[src/rtl/gain_split_pkg.sv]
package gain_split_pkg;

    localparam int CODE_W   = 8;
    localparam int PGA_W    = 7;
    localparam int ATT_W    = 8;

    localparam logic [CODE_W-1:0] CODE_UNITY   = 8'hCF;
    localparam logic [CODE_W-1:0] CODE_PGA_LOW = 8'hA5;
    localparam logic [ATT_W-1:0]  ATT_MUTE     = 8'd165;

    typedef enum logic [1:0] {
        REG_GAIN_L = 2'd0,
        REG_GAIN_R = 2'd1,
        REG_CTRL   = 2'd2,
        REG_NONE   = 2'd3
    } reg_sel_e;

    typedef struct packed {
        logic             mute;
        logic [PGA_W-1:0] pga;
        logic [ATT_W-1:0] att;
    } gain_split_t;

    function automatic gain_split_t split_gain(input logic [CODE_W-1:0] code);
        gain_split_t s;
        logic [CODE_W-1:0] diff;
        s = '0;
        if (code == '0) begin
            s.mute = 1'b1;
            s.att  = ATT_MUTE;
        end else if (code >= CODE_PGA_LOW) begin
            diff  = code - CODE_PGA_LOW;
            s.pga = diff[PGA_W-1:0];
        end else begin
            s.att = CODE_PGA_LOW - code;
        end
        return s;
    endfunction

endpackage

[src/rtl/zc_detect.sv]
module zc_detect #(
    parameter int SAMPLE_W = 16
) (
    input  logic                       clk,
    input  logic                       rst,
    input  logic                       valid,
    input  logic signed [SAMPLE_W-1:0] sample,
    output logic                       crossing
);
    logic prev_sign;
    logic have_prev;
    logic cur_sign;
    logic is_zero;

    assign cur_sign = sample[SAMPLE_W-1];
    assign is_zero  = (sample == '0);
    assign crossing = valid && (is_zero || (have_prev && (cur_sign != prev_sign)));

    always_ff @(posedge clk) begin
        if (rst) begin
            prev_sign <= 1'b0;
            have_prev <= 1'b0;
        end else if (valid) begin
            prev_sign <= cur_sign;
            have_prev <= 1'b1;
        end
    end
endmodule

[src/rtl/zc_gain_chan.sv]
module zc_gain_chan
    import gain_split_pkg::*;
#(
    parameter int TIMEOUT_CYCLES = 131072
) (
    input  logic              clk,
    input  logic              rst,
    input  logic              wr_gain,
    input  logic [CODE_W-1:0] wr_code,
    input  logic              zc_mode,
    input  logic              tmo_off,
    input  logic              crossing,
    output logic [CODE_W-1:0] applied,
    output logic              pending
);
    localparam int CNT_W = (TIMEOUT_CYCLES > 2) ? $clog2(TIMEOUT_CYCLES) : 1;
    localparam logic [CNT_W-1:0] CNT_LAST = CNT_W'(TIMEOUT_CYCLES - 1);

    logic [CODE_W-1:0] held_code;
    logic [CNT_W-1:0]  wait_cnt;
    logic              expire;

    assign expire = !tmo_off && (wait_cnt == CNT_LAST);

    always_ff @(posedge clk) begin
        if (rst) begin
            applied   <= CODE_UNITY;
            held_code <= CODE_UNITY;
            pending   <= 1'b0;
            wait_cnt  <= '0;
        end else if (wr_gain) begin
            wait_cnt <= '0;
            if (zc_mode) begin
                held_code <= wr_code;
                pending   <= 1'b1;
            end else begin
                applied <= wr_code;
                pending <= 1'b0;
            end
        end else if (pending) begin
            if (crossing || expire) begin
                applied  <= held_code;
                pending  <= 1'b0;
                wait_cnt <= '0;
            end else if (!tmo_off) begin
                wait_cnt <= wait_cnt + 1'b1;
            end
        end
    end
endmodule

[src/rtl/zc_gain_ctrl.sv]
module zc_gain_ctrl
    import gain_split_pkg::*;
#(
    parameter int SAMPLE_W       = 16,
    parameter int TIMEOUT_CYCLES = 131072
) (
    input  logic                       clk,
    input  logic                       rst,
    input  logic                       wr_en,
    input  logic [1:0]                 wr_addr,
    input  logic [7:0]                 wr_data,
    input  logic                       sample_valid,
    input  logic signed [SAMPLE_W-1:0] sample_l,
    input  logic signed [SAMPLE_W-1:0] sample_r,
    output logic [6:0]                 pga_l,
    output logic [7:0]                 att_l,
    output logic                       mute_l,
    output logic [6:0]                 pga_r,
    output logic [7:0]                 att_r,
    output logic                       mute_r
);
    localparam int NCH = 2;

    logic [NCH-1:0] zc_en;
    logic           tmo_dis;
    logic [NCH-1:0] pending;
    logic [NCH-1:0] xing;
    logic [NCH-1:0] wr_gain;
    logic signed [SAMPLE_W-1:0] smp [NCH];
    logic [CODE_W-1:0] applied [NCH];
    gain_split_t       split_o [NCH];

    assign smp[0] = sample_l;
    assign smp[1] = sample_r;

    assign wr_gain[0] = wr_en && (reg_sel_e'(wr_addr) == REG_GAIN_L);
    assign wr_gain[1] = wr_en && (reg_sel_e'(wr_addr) == REG_GAIN_R);

    always_ff @(posedge clk) begin
        if (rst) begin
            zc_en   <= '0;
            tmo_dis <= 1'b0;
        end else if (wr_en && (reg_sel_e'(wr_addr) == REG_CTRL)) begin
            zc_en   <= wr_data[1:0];
            tmo_dis <= wr_data[2];
        end
    end

    for (genvar i = 0; i < NCH; i++) begin : g_ch
        zc_detect #(.SAMPLE_W(SAMPLE_W)) u_det (
            .clk      (clk),
            .rst      (rst),
            .valid    (sample_valid),
            .sample   (smp[i]),
            .crossing (xing[i])
        );

        zc_gain_chan #(.TIMEOUT_CYCLES(TIMEOUT_CYCLES)) u_chan (
            .clk      (clk),
            .rst      (rst),
            .wr_gain  (wr_gain[i]),
            .wr_code  (wr_data),
            .zc_mode  (zc_en[i]),
            .tmo_off  (tmo_dis),
            .crossing (xing[i]),
            .applied  (applied[i]),
            .pending  (pending[i])
        );

        assign split_o[i] = split_gain(applied[i]);
    end

    assign pga_l  = split_o[0].pga;
    assign att_l  = split_o[0].att;
    assign mute_l = split_o[0].mute;
    assign pga_r  = split_o[1].pga;
    assign att_r  = split_o[1].att;
    assign mute_r = split_o[1].mute;
endmodule

[config.mk]
export PLATFORM = sky130hd
export DESIGN_NAME = zc_gain_ctrl
export DESIGN_NICKNAME = d
export VERILOG_FILES = /design/src/rtl/gain_split_pkg.sv /design/src/rtl/zc_detect.sv /design/src/rtl/zc_gain_chan.sv /design/src/rtl/zc_gain_ctrl.sv
export SDC_FILE = /design/constraint.sdc
export NUM_CORES = 1
export LEC_CHECK = 0
export BUFFER_PORTS_ARGS = -buffer_cell sky130_fd_sc_hd__buf_2
export CAP_MARGIN = 10
export CORE_MARGIN = 3
export CORE_UTILIZATION = 51
export DETAILED_ROUTE_END_ITERATION = 7
export PLACE_DENSITY = 0.84
export SKIP_LAST_GASP = 1
export SYNTH_ARGS = -nofsm -noshare
export SYNTH_HDL_FRONTEND = slang
export SYNTH_SLANG_ARGS = --single-unit
[constraint.sdc]
create_clock -name clk -period 2.73 [get_ports clk]
set_clock_uncertainty 0.2 [all_clocks]
set_input_delay 0.4095 -clock clk [delete_from_list [all_inputs] [get_ports clk]]
set_output_delay 0.4095 -clock clk [all_outputs]
set_load 0.03 [all_outputs]
==> reports/metrics.csv, run 1 <==
stage,metric,value,unit
clock_tree,cts_buffers,9,
run,maxCapViolations,0,
critical_path,r2r_start,g_ch[0].u_chan.wait_cnt[1],
clock_tree,cts_tree,done,
drt,vias,4260,
placed_design,dp_slack,-0.0606,ns
drt,dr.pass1.iters,5,
placed_design,place.gp.congestion,0.843,
logic_synthesis,synth_ff_type,dfxtp_1,
placed_design,port-buffer-count,77,
sta,period_share,102,%
drt,post_drt_via_cell_ratio,5.84,
die,die_x,98.2,µm
drt,drt_iter0_drc,147,
logic_synthesis,syn_area,4330,µm²
logic_synthesis,synth_nets,589,
critical_path,crit_family,simple AND/OR/NAND/NOR gates,
drt,ant_nets,0,
drt,drc_errors,0,
clock_tree,clk_pin_slew_worst_paths,0.08,ns
critical_path,critPathArrivalTime,2.17,ns
drt,wl_met1,4720,µm
logic_synthesis,yosysSeqAreaShare,34.2,%
drt,wl,11100,µm
die,dieArea,9640,µm²
die,coreArea,7970,µm²
global_route,grtUsageTotal,21.3,%
cells_and_area,syn2layout_area_growth,24.8,%
critical_path,cpMostUsedCell,inv_4,
critical_path,criticalPathCategory,reg2out,
cells_and_area,layout_common_cells,"69 x buf_2, 65 x dfxtp_1, 60 x nor2_1",
drt,met3_length,687,µm
critical_path,end_kind,output pin,
logic_synthesis,synth_area_leaders,"dfxtp_1 34%, nor2_1 5.2%, a21oi_1 4.6%, nand2_1 4.2%, mux2i_1 3.9%",
min_path,hp-start,wr_data[3],
logic_synthesis,synthArstFlopShare,0,%
logic_synthesis,syn_inst,531,
min_path,hold_path_class,in2reg,
drt,wl_met2,5560,µm
critical_path,crit_required,2.12,ns
sta,worst_pin_slew,0.598,ns
critical_path,worstPathCellList,inv_4 > ha_4 > or4b_4 > or4_4 > inv_4 > nor3_2 > buf_4,
critical_path,rrSetupSlack,0.11,ns
status,violations,setup timing,
sta,slew_headroom,60.2,%
cells_and_area,multi_input_area,2830,µm²
global_route,gr-total-overflow,0,
critical_path,worst_r2r_endpoint,g_ch[0].u_chan.wait_cnt[11],
cells_and_area,finalNetCount,681,
pwr,p_leak,2.19,nW
logic_synthesis,synth_top_cell_area_share,34.2,%
cells_and_area,ff_latch_area,1500,µm²
sta,layout_setup_ws,-0.0518,ns
drt,detail_route.wl_per_cell,15.2,µm
logic_synthesis,synth-edff-count,0,
clock_tree,clkLatencyLatePin,0.35,ns
sta,rsz0062_at_grt,yes,
clock_tree,cts_buffer_depth,2,
sta,setup-violations-final,3,
global_route,antenna_found_initial,0,
logic_synthesis,ys_types,51,
critical_path,slowest_stage,or4_4,
critical_path,r2r_cells,11,
sta,final_hold_viol_count,0,
sta,fmax,359,MHz
critical_path,path_max_fanout,3,
logic_synthesis,ys_warn_count,0,
clock_tree,cts_sinks,74,
pwr,max-vdd-ir-drop,0.000253,V
sta,finalWorstPathRequiredPeriod,2.78,ns
die,io_pins,78,
pwr,powerDensity,388,nW/µm²
cells_and_area,drive_gt1_share,28.2,%
drt,routed.top_layer,met4,
logic_synthesis,synth_area_leader_cell,dfxtp_1,
logic_synthesis,synth.avg_cell_area,8.16,µm²
clock_tree,htree_levels,3,
critical_path,critPathLaunch,g_ch[1].u_chan.applied[1],
cells_and_area,fill_cells,626,
pwr,p_total,2.10,mW
cells_and_area,num_antenna_cells,0,
global_route,grt_max_degree,35,
critical_path,cpPeakStageDelay,0.49,ns
die,die_h,98.2,µm
critical_path,critPathBufInv,3,
critical_path,startpoint_type,flip-flop,
global_route,grt_pass1_wl,17600,µm
global_route,grt_pass1_vias,4072,
cells_and_area,layout_commonest_cell,buf_2,
placed_design,dp_hpwl,7580,µm
min_path,holdPathEnd,g_ch[1].u_chan.held_code[3],
status,outcome,"complete, but fails checks",
sta,drv_slew,0,
logic_synthesis,ys_ff_latch,74,
clock_tree,cts_root_buf,clkbuf_8,
die,start_util,54.4,%
die,rows,32,
min_path,holdPathStages,3,
synth_stat cells, drive strengths merged, types with 9 or more instances:
cell type / n
nor2: 60
a211oi: 16
buf: 9
clkbuf: 18
dfxtp: 74
nand2: 49
mux2i: 17
inv: 19
xor2: 9
nand3b: 10
ha: 12
or4: 10
nor2b: 11
nor4: 10
xnor2: 17
nand3: 17
o21ai: 12
or3: 10
a21oi: 41
and2: 17
o31ai: 12
and3: 13
metal layers:
metal	vias up	track usage [%]
met5	-	0
met4	0	4.20
met3	15	5.21
met2	147	38.2
met1	1998	25.9
li1	2100	-
repair_timing:
action | CTS | global route
setup endpoints to repair | 28 | 59
resized for setup | 15 | 52
hold buffers | 0 | 0
hold endpoints to repair | 0 | 0
buffers inserted | 4 | 3
pin swaps | 0 | 8
per-stage QoR:
| step | hold slack [ns] | cell area [µm²] | instances | setup TNS, ns | util [%] |
|---|---|---|---|---|---|
| after floorplan | 0.227 | 4330 | 531 | 0 | - |
| after global placement | 0.234 | 4950 | 707 | 0 | 62.2 |
| after detailed placement | 0.244 | 4950 | 707 | -0.249 | 62.2 |
| after CTS | 0.109 | 5210 | 727 | 0 | 65.4 |
| after global routing | 0.142 | 5410 | 730 | -0.489 | 67.9 |
| final | 0.117 | 5410 | 730 | -0.116 | 67.9 |
kinds of logic (layout without fill, tap and decap cells):
kind of cell,count (synthesis),count (layout),share of synthesized area [%]
AND/OR/NAND/NOR,232,232,28.8
AO/OA/AOI/OAI,119,119,18.9
flip-flops,74,74,34.2
buffers and inverters,46,143,4.16
XOR/XNOR,26,26,5.26
multiplexers,22,22,5.23
adder cells (fa/ha/maj),12,12,3.47
final cells by class:
type	count	area share [%]
Multi-Input combinational cell	411	52.4
Sequential cell	74	27.6
Timing Repair Buffer	108	12.8
Clock buffer	14	3.19
Tap cell	102	2.36
Inverter	19	1.41
Clock inverter	2	0.185
tightest hold or removal path, cell delays in order:
cell      delay [ns]
buf_2           0.11
nand2_1         0.05
nand3b_1        0.07
power by group:
part,total [mW],internal (mW),switching (mW)
Clock,0.795,0.403,0.392
Combinational,0.205,0.0855,0.119
Sequential,1.10,1.09,0.0124
flip-flops by register name (all words and copies together), names as in the netlist:
name	flops
g_ch.u_det.prev_sign	2
g_ch.u_chan.applied	16
tmo_dis	1
g_ch.u_chan.wait_cnt	34
g_ch.u_chan.pending	2
zc_en	2
g_ch.u_det.have_prev	1
g_ch.u_chan.held_code	16
how the worst max path moves through the flow:
stage,depth (start not counted),end
2_1_floorplan,7,att_r[3]
6_report,7,att_r[3]
3_3_place_gp,11,g_ch[0].u_chan.applied[7]
4_1_cts,7,att_r[1]
5_1_grt,7,att_r[3]
3_5_place_dp,11,g_ch[0].u_chan.applied[7]
(Power assumes the default switching activity.)
==> inputs of run 2 (changes only) <==
- REMOVE_ABC_BUFFERS: not set -> 1
==> run 2 against run 1 <==
Effect of this change: global-route usage is 0.45 points higher; via count is 1.4% higher; combinational power hardly changed; setup slack better by 0.016 ns; largest cell class unchanged; the flow still finishes with violations (setup timing); total power is 13% higher; hold slack better by 0.0099 ns; clock power is 33% higher; design area is 0.51% higher; flip-flop and latch count stayed put; highest routed layer unchanged; die area stayed put; sequential power hardly changed; final cell count stayed put.
==> reports/metrics.csv, run 2 (synthesis gave the netlist of run 1 again) <==
stage,metric,value,unit
global_route,grt_pass1_vias,3931,
critical_path,critPathBufInv,3,
cells_and_area,layout_common_cells,"68 x buf_2, 66 x dfxtp_1, 59 x nor2_1",
sta,finalWorstPathRequiredPeriod,2.77,ns
drt,wl,11100,µm
min_path,hold_path_class,in2reg,
placed_design,dp_hpwl,7560,µm
critical_path,critPathArrivalTime,2.16,ns
die,coreArea,7970,µm²
sta,period_share,101,%
drt,ant_nets,0,
placed_design,place_inst,707,
cells_and_area,drive_gt1_share,28.0,%
sta,setup-violations-final,2,
critical_path,slowest_stage,or4_4,
clock_tree,clk_pin_slew_worst_paths,0.08,ns
clock_tree,hold_buffers,0,
die,start_util,54.4,%
status,violations,setup timing,
sta,final_hold_viol_count,0,
sta,hold_ws,0.127,ns
clock_tree,cts_sinks,74,
pwr,powerDensity,435,nW/µm²
die,die_h,98.2,µm
die,io_pins,78,
critical_path,end_kind,output pin,
clock_tree,cts_buffer_depth,2,
drt,drc_errors,0,
global_route,grt_max_degree,38,
sta,slew_headroom,50.1,%
critical_path,path_max_fanout,3,
placed_design,port-buffer-count,77,
clock_tree,htree_levels,3,
global_route,grt_pass1_wl,17600,µm
run,maxCapViolations,0,
sta,layout_setup_ws,-0.0355,ns
cells_and_area,final_cells,730,
cells_and_area,num_antenna_cells,0,
drt,drt_iter0_drc,260,
global_route,antenna_found_initial,0,
cells_and_area,syn2layout_area_growth,25.5,%
cells_and_area,finalNetCount,681,
die,dieArea,9640,µm²
cells_and_area,largest_register,g_ch.u_chan.wait_cnt,
drt,detail_route.wl_per_cell,15.3,µm
pwr,p_leak,2.21,nW
status,outcome,"complete, but fails checks",
cells_and_area,layout_commonest_cell,buf_2,
global_route,gr-total-overflow,0,
clock_tree,cts_buffers,9,
pwr,max-vdd-ir-drop,0.000275,V
sta,fmax,362,MHz
critical_path,cpMostUsedCell,inv_4,
cells_and_area,largest_reg_flops,34,
global_route,grtUsageTotal,21.7,%
sta,drv_slew,0,
cells_and_area,top_regs,"g_ch.u_chan.wait_cnt: 34 flops, g_ch.u_chan.applied: 16 flops, g_ch.u_chan.held_code: 16 flops",
drt,post_drt_via_cell_ratio,5.92,
placed_design,place.gp.congestion,0.828,
die,rows,32,
placed_design,dp_slack,-0.0601,ns
critical_path,worstPathCellList,inv_4 > ha_4 > or4b_4 > or4_4 > inv_4 > nor3_2 > buf_4,
critical_path,crit_family,simple AND/OR/NAND/NOR gates,
clock_tree,clkLatencyLatePin,0.36,ns
sta,worst_pin_slew,0.744,ns
critical_path,cpPeakStageDelay,0.48,ns
clock_tree,cts_tree,done,
critical_path,startpoint_type,flip-flop,
clock_tree,cts_root_buf,clkbuf_8,
drt,dr.pass1.iters,5,
die,die_x,98.2,µm
critical_path,criticalPathCategory,reg2out,
critical_path,crit_required,2.12,ns
drt,vias,4320,
sta,rsz0062_at_grt,yes,
==> run 2: changes by cell type in the layout (fill, tap and decap cells not counted), sizes merged <==
cell,previous run,this run
bufinv,0,3
clkinvlp,0,2
clkbuf,15,10
buf,107,108
clkinv,2,1
==> run 2: path summary, 6_finish.rpt <==
| check | depth (start not counted) | end | slack [ns] | from |
|---|---|---|---|---|
| max | 7 | att_r[1] | -0.04 | g_ch[1].u_chan.applied[0] |
| min | 3 | g_ch[1].u_chan.held_code[5] | 0.13 | wr_data[5] |
| max reg2reg | 11 | g_ch[0].u_chan.applied[3] | 0.12 | g_ch[0].u_chan.wait_cnt[0] |
| min reg2reg | 2 | g_ch[1].u_chan.held_code[5] | 0.26 | g_ch[1].u_chan.held_code[5] |
==> run 2: what timing repair did <==
action,CTS,global route
gates resized for setup,19,46
buffers inserted,3,4
setup endpoints to repair,31,59
pin swaps,0,4
gates cloned,0,0
==> run 2: layer usage <==
layer / vias up / part of all wire (%) / GRT usage (%)
met5: - / 0 / 0
met4: 0 / 1.4 / 6.20
met3: 18 / 6.7 / 4.57
met2: 169 / 50 / 37.1
met1: 2036 / 42 / 27.7
li1: 2097 / - / -
==> run 2: final cells by class <==
cell class,count,area (µm²)
Inverter,19,78.8
Clock inverter,6,114
Clock buffer,10,138
Tap cell,102,128
Timing Repair Buffer,108,684
Multi-Input combinational cell,411,2800
Sequential cell,74,1500
Fill cell,620,2530
==> run 2: where the power goes <==
group / total (mW) / internal, mW / switching (mW)
clock network: 1.06 / 0.633 / 0.430
registers: 1.10 / 1.09 / 0.0126
logic: 0.202 / 0.0828 / 0.119
==> run 2: worst min-delay path: cells and delay by family <==
kind	cells	cell delay (ns)
AO/OA/AOI/OAI	1	0.05
buffers and inverters	1	0.13
AND/OR/NAND/NOR	1	0.06
==> run 2: through the flow <==
stage | power (mW) | util [%] | cell area, µm² | setup TNS [ns]
after CTS | 2.36 | 66.0 | 5260 | -0.00841
final | 2.36 | 68.2 | 5440 | -0.0492
after global routing | 2.43 | 68.2 | 5440 | -1.04
after global placement | 1.31 | 62.0 | 4940 | 0
after floorplan | 1.21 | - | 4220 | -0.182
after detailed placement | 1.32 | 62.0 | 4940 | -0.521
